### config.mk
export PLATFORM = sky130hd
export DESIGN_NAME = rx_chain_q
export DESIGN_NICKNAME = d
export VERILOG_FILES = /design/src/rtl/rx_chain_q.sv
export SDC_FILE = /design/constraint.sdc
export NUM_CORES = 1
export LEC_CHECK = 0
export ABC_AREA = 1
export BUFFER_PORTS_ARGS = -buffer_cell sky130_fd_sc_hd__buf_2
export CAP_MARGIN = 20
export CORE_MARGIN = 2
export CORE_UTILIZATION = 49
export DETAILED_ROUTE_END_ITERATION = 7
export GPL_ROUTABILITY_DRIVEN = 0
export PLACE_DENSITY = 0.76
export REMOVE_ABC_BUFFERS = 1
export SYNTH_ARGS = -nofsm -noshare
export SYNTH_HDL_FRONTEND = slang
export SYNTH_SLANG_ARGS = --single-unit
### constraint.sdc
create_clock -name clk -period 1.3 [get_ports clk]
set_input_delay 0.065 -clock clk [delete_from_list [all_inputs] [get_ports clk]]
set_output_delay 0.065 -clock clk [all_outputs]
set_load 0.01 [all_outputs]
### src/rtl/rx_chain_q.sv
module rx_chain_q #(
  parameter int PAGE_W = 4
) (
  input  logic              clk,
  input  logic              rst_n,
  input  logic              cmd_valid,
  input  logic [1:0]        cmd_op,
  input  logic [PAGE_W-1:0] cmd_page,
  input  logic              pkt_start,
  input  logic              pkt_done,
  input  logic              rx_inhibit,
  input  logic              idle_en,
  output logic [PAGE_W-1:0] cur_page,
  output logic              busy,
  output logic              rx_idle,
  output logic              pkt_flag,
  output logic              ovf,
  output logic              irq
);
  localparam logic [1:0] OP_EN = 2'd0, OP_DIS = 2'd1, OP_CLR = 2'd2;

  logic [PAGE_W-1:0] pg0, pg1, n_pg0, n_pg1;
  logic v0, v1, act, pend, n_v0, n_v1, n_act, n_pend, n_flag, n_ovf;

  wire do_en  = cmd_valid && cmd_op == OP_EN;
  wire do_dis = cmd_valid && cmd_op == OP_DIS;
  wire do_clr = cmd_valid && cmd_op == OP_CLR;
  wire done_ok = pkt_done && act;

  always_comb begin
    n_pg0 = pg0; n_pg1 = pg1; n_v0 = v0; n_v1 = v1; n_act = act;
    n_pend = pend; n_flag = pkt_flag; n_ovf = ovf;
    if (done_ok) begin
      n_pg0 = pg1; n_v0 = v1; n_v1 = 1'b0; n_act = 1'b0;
    end else if (pkt_start && v0 && !act) begin
      n_act = 1'b1;
    end
    if (do_en) begin
      if (!n_v0) begin n_v0 = 1'b1; n_pg0 = cmd_page; end
      else if (!n_v1) begin n_v1 = 1'b1; n_pg1 = cmd_page; end
      else n_ovf = 1'b1;
    end else if (do_dis) begin
      if (n_v0 && !n_act) begin n_pg0 = n_pg1; n_v0 = n_v1; n_v1 = 1'b0; end
      else if (n_act && n_v1) n_v1 = 1'b0;
    end
    if (do_clr) begin n_flag = 1'b0; n_ovf = 1'b0; end
    if (done_ok) begin
      if (n_flag) n_pend = 1'b1;
      else n_flag = 1'b1;
    end else if (!pkt_flag && pend) begin
      n_flag = 1'b1; n_pend = 1'b0;
    end
  end

  always_ff @(posedge clk) begin
    if (!rst_n) begin
      pg0 <= '0; pg1 <= '0; v0 <= 1'b0; v1 <= 1'b0; act <= 1'b0;
      pend <= 1'b0; pkt_flag <= 1'b0; ovf <= 1'b0; irq <= 1'b0;
    end else begin
      pg0 <= n_pg0; pg1 <= n_pg1; v0 <= n_v0; v1 <= n_v1; act <= n_act;
      pend <= n_pend; pkt_flag <= n_flag; ovf <= n_ovf;
      irq <= (pkt_flag & ~rx_inhibit) | (rx_idle & idle_en);
    end
  end

  assign cur_page = pg0;
  assign busy     = act;
  assign rx_idle  = ~v0;

  assert_no_overflow_R9: assert property (@(posedge clk) disable iff (!rst_n)
    (do_en && v0 && v1 && !done_ok) |=> (ovf && $stable(pg0) && $stable(pg1)));
  assert_masked_quiet_R11: assert property (@(posedge clk) disable iff (!rst_n)
    (rx_inhibit && !idle_en) |=> !irq);
  assert_flag_source_R5: assert property (@(posedge clk) disable iff (!rst_n)
    $rose(pkt_flag) |-> $past(done_ok || pend));
  assert_cancel_oldest_R7: assert property (@(posedge clk) disable iff (!rst_n)
    (do_dis && v0 && v1 && !act && !pkt_start && !pkt_done) |=> (v0 && !v1 && pg0 == $past(pg1)));
  assert_busy_queued_R3: assert property (@(posedge clk) disable iff (!rst_n)
    busy |-> !rx_idle);
  assert_active_keep_R8: assert property (@(posedge clk) disable iff (!rst_n)
    (do_dis && act && !pkt_done) |=> (busy && $stable(pg0)));
endmodule

==> results.md <==
- The run finished with clean final reports.
- For this run, the total global-route usage over all layers was measured as 0.204.
- The most critical setup path has its startpoint at busy.
- Yosys printed 0 warnings.
- The combinational family with the most area after synthesis is simple AND/OR/NAND/NOR gates.
- The area of the core region is 1490 µm².
- The wire length reported by the detailed router is roughly 1.7 mm.
- After the last flow step, the layout net total stands at roughly 150.
- The number of cells on the worst reg-to-reg path is 6.
- The number of levels in the clock H-tree is 1.
- Derived from the worst setup path, the maximum achievable clock frequency is 0.828 GHz.
- Data arrives at the worst endpoint at 1.37 ns.
- The share of power burned in registers is 0.546.
- The clock arrives with roughly 0.0012 ns of skew.
- The share of async-settable or async-resettable flops after synthesis is 0.
- Of the total power, combinational logic draws 0.156.
- The primary flip-flop cell chosen by synthesis mapping is sky130_fd_sc_hd__dfxtp_1.
- The die boundary height is about 44 µm.
- The post-detailed-route count of antenna-violating nets is 0.
- The distinct cell type count after synthesis is 22.
- Counting flops with a built-in enable in the synthesized netlist gives 0.
- The post-synth design cell area is 773 µm².
- Of the total power, the clock network draws 0.297.
- The multiplexer fraction of the synthesized cell area is 0.
- The wire length of the first global-routing pass is around 3.0 mm.
- In the synthesized netlist, the cells that appear most often are 17 x sky130_fd_sc_hd__a21oi_1, 17 x sky130_fd_sc_hd__nand2_1, 15 x sky130_fd_sc_hd__dfxtp_1.
- The number of hold violations in the final report came to 0.
- The area overhead of the layout relative to synthesis is 23.3%.
- The number of hold buffers added after CTS is 0.
- The count of port buffers added during placement is 21.
- The worst register-to-register path begins at busy.
- The number of global-route vias before repair is 700.
- Of the total power, the share spent switching nets is 0.264.
- The post-route minimum period is 1.21 ns.
- The post-route fraction of the period consumed by the critical path is 0.929.
- The end point of the critical path is cur_page[2].
- The number of antenna violations at the first check in global routing came to 0.
- Of the total synthesized cell area, the portion taken by XOR and XNOR cells is 0.
- TritonCTS built the clock tree.
- The non-filler instance count after layout is between 100 and 150.
- In the final routed layout, each cell accounts on average for 11.6 µm.
- The cell total after placement is 144.
- Of all cell types, the one taking the most synthesized area is sky130_fd_sc_hd__dfxtp_1.
- In this run, synthesis produced a sequential element count of 15.
- The number of diodes is 0.
- The worst setup path is captured at a register.
- Setup repair after global routing left no endpoint under its margin.
- In this run the critical register-to-register path is captured at cur_page[2].
- The number of pins with negative max-slew slack in the final report is 0.
- The layout cell share with drive strength beyond 1 is 0.341.
- The initial utilization of the core area, before any placement, comes to 0.519.
- The number of top-level design ports is 22.
- The top-area cell type share of the netlist area is 0.388.
- The later pin in the worst-skew pair is clocked with a latency of 0.27 ns.
- STA classifies the critical path startpoint as a register.
- The number of remaining DRC errors is 0.
- Hold timing on the final database bottoms out at a slack of 0.0284 ns.
- The post-synthesis area per instance is 7.23 µm².
- The leakage power is 0.407 nW.
- The transition time of the tightest slew-check pin is approximately 0.28 ns.
- The post-CTS clock slew at the launch and capture registers of the worst setup and hold paths is 0.09 ns.
- The worst-path maximum fanout is 17.
- The detailed router placed about 790 vias in this run.
- Entering global routing, the biggest net connects 18 pins.
- In this run, the number of DRC markers left after iteration 0 of detailed routing was 31.
- The die area is 1910 µm².
- The power spent charging and discharging nets is roughly 0.23 mW.
- Detailed placement ended at an HPWL of approximately 1.3 mm.
- The clock tree buffer depth is 2.
- The clock root buffer master is sky130_fd_sc_hd__clkbuf_4.
- In the post-synthesis netlist, the biggest area contributors are sky130_fd_sc_hd__dfxtp_1 39%, sky130_fd_sc_hd__a21oi_1 11%, sky130_fd_sc_hd__nand2_1 8.3%.
- Dividing total power by cell area gives a power density of 922 nW/µm².
- The worst slew margin relative to its limit is 0.813.
- The layout has 134 filler cells.
- The max-capacitance violation count is 0.
- The complex-gate fraction of the synthesized area is 0.170.
- STA puts the critical path data required time at about 1.5 ns.
- The min-delay analysis places its worst path in the category in -> reg.
- The floorplan has 14 rows.
- The worst setup path is of the reg -> reg kind.
- Summed over all layers, the global routing overflow is 0.
- The CTS sink count is 15.
- The cell count after synthesis is about 110.
- The horizontal extent of the die is roughly 44 µm.
- The worst-case register-to-register setup slack is between 0.09 and 0.1 ns.
- Of the total synthesized cell area, the portion taken by full adders, half adders and majority gates is 0.
- The first-pass detailed-route iteration total is 4.
- The total CTS buffers is 3.
- Using the TritonRoute via totals, the vias-per-cell ratio works out to 5.36.
- The part of the Yosys area used for sequential elements is 0.388.
- The maximum resistive drop on vdd is 0.758 mV.
- The simple-gate portion of the synthesized area is 0.362.
- The internal portion of the total power is between 0.6 and 0.7 mW.
- Setup violations remaining at the end of the flow were counted as 0.
routing by layer:
| layer | global-route usage | up-vias | wire [µm] |
|---|---|---|---|
| li1 | - | 410 | - |
| met1 | 0.296 | 347 | 790 |
| met2 | 0.312 | 31 | 791 |
| met3 | 0.0250 | 6 | 115 |
| met4 | 0.0727 | 0 | 23 |
| met5 | 0 | - | 0 |
what timing repair did:
action | 4_1_cts | 5_1_grt
setup buffers | 0 | 0
endpoints found under the setup margin | 0 | 9
resized for setup | 0 | 7
registers in the layout, indices dropped and copies added (netlist names):
name / flops
pkt_flag: 1
cur_page: 4
ovf: 1
pg1: 4
irq: 1
v1: 1
pend: 1
v0: 1
busy: 1
critical path, stage by stage (launching register included):
cell and delay (ns):
sky130_fd_sc_hd__dfxtp_2 0.38, sky130_fd_sc_hd__nand2_4 0.09, sky130_fd_sc_hd__nand2_4 0.10, sky130_fd_sc_hd__nand2_8 0.09, sky130_fd_sc_hd__or2_2 0.28, sky130_fd_sc_hd__nand3_1 0.08, sky130_fd_sc_hd__a21oi_1 0.07
final cells by class:
cell class / count / area [µm²] / share of cell area
clock buffers: 4 / 26.3 / 0.0276
inverters: 12 / 45.0 / 0.0472
multi-input cells: 78 / 440 / 0.462
flip-flops and latches: 15 / 302 / 0.316
well taps: 16 / 20.0 / 0.0210
repair buffers: 23 / 120 / 0.126
worst min path at each step:
stage / startpoint / end / slack (ns) / cells past startpoint
floorplan: rst_n / ovf / 0.19 / 2
global placement: idle_en / irq / 0.32 / 3
detailed placement: idle_en / irq / 0.32 / 3
CTS: idle_en / irq / 0.03 / 3
global route: rx_inhibit / irq / 0.03 / 3
finish: idle_en / irq / 0.03 / 3
cells in the final DEF (no fill, tap or decap):
cell type                  Yosys  final
sky130_fd_sc_hd__o21ai_1       4      4
sky130_fd_sc_hd__o21ai_0       1      1
sky130_fd_sc_hd__clkbuf_4      0      3
sky130_fd_sc_hd__or2_2         5      5
sky130_fd_sc_hd__and2_4        0      1
sky130_fd_sc_hd__buf_4         0      2
sky130_fd_sc_hd__a31oi_1       1      1
sky130_fd_sc_hd__dfxtp_1      15     14
sky130_fd_sc_hd__clkbuf_1      0      1
sky130_fd_sc_hd__nor2_4        2      2
sky130_fd_sc_hd__nand3_2       1      2
sky130_fd_sc_hd__buf_2         1     21
sky130_fd_sc_hd__a211oi_1      2      2
sky130_fd_sc_hd__inv_1        10     10
sky130_fd_sc_hd__nand3_1      12     11
sky130_fd_sc_hd__nor2_2        1      1
sky130_fd_sc_hd__inv_2         1      1
sky130_fd_sc_hd__nand2_8       0      1
sky130_fd_sc_hd__nand2_2       4      3
sky130_fd_sc_hd__clkinv_1      1      1
sky130_fd_sc_hd__nor2_1        5      5
sky130_fd_sc_hd__nand2_1      17     16
sky130_fd_sc_hd__a21oi_1      17     17
sky130_fd_sc_hd__nand4_1       4      4
sky130_fd_sc_hd__dfxtp_2       0      1
sky130_fd_sc_hd__nand2_4       1      2
cells by family after synthesis:
logic type / count (synthesis)
compound gates: 25
simple gates: 53
flops: 15
buf+inv: 14
through the flow:
stage | setup TNS [ns] | setup slack, ns | util | power [mW] | cell area (µm²)
final | 0 | 0.0926 | 0.640 | 0.879 | 953
after global routing | 0 | 0.000778 | 0.640 | 0.920 | 953
after CTS | 0 | 0.0164 | 0.620 | 0.877 | 923
after detailed placement | 0 | 0.0396 | 0.603 | 0.621 | 897
after global placement | 0 | 0.0748 | 0.603 | 0.617 | 897
after floorplan | -0.0117 | -0.00291 | - | 0.569 | 757
power groups by stage:
stage | Sequential, mW | Clock, mW | Combinational (mW)
after CTS | 0.479 | 0.266 | 0.132
after detailed placement | 0.490 | 0 | 0.131
after global routing | 0.482 | 0.284 | 0.154
after floorplan | 0.495 | 0 | 0.0747
final | 0.480 | 0.262 | 0.137
after global placement | 0.490 | 0 | 0.127
(Power assumes the default switching activity.)
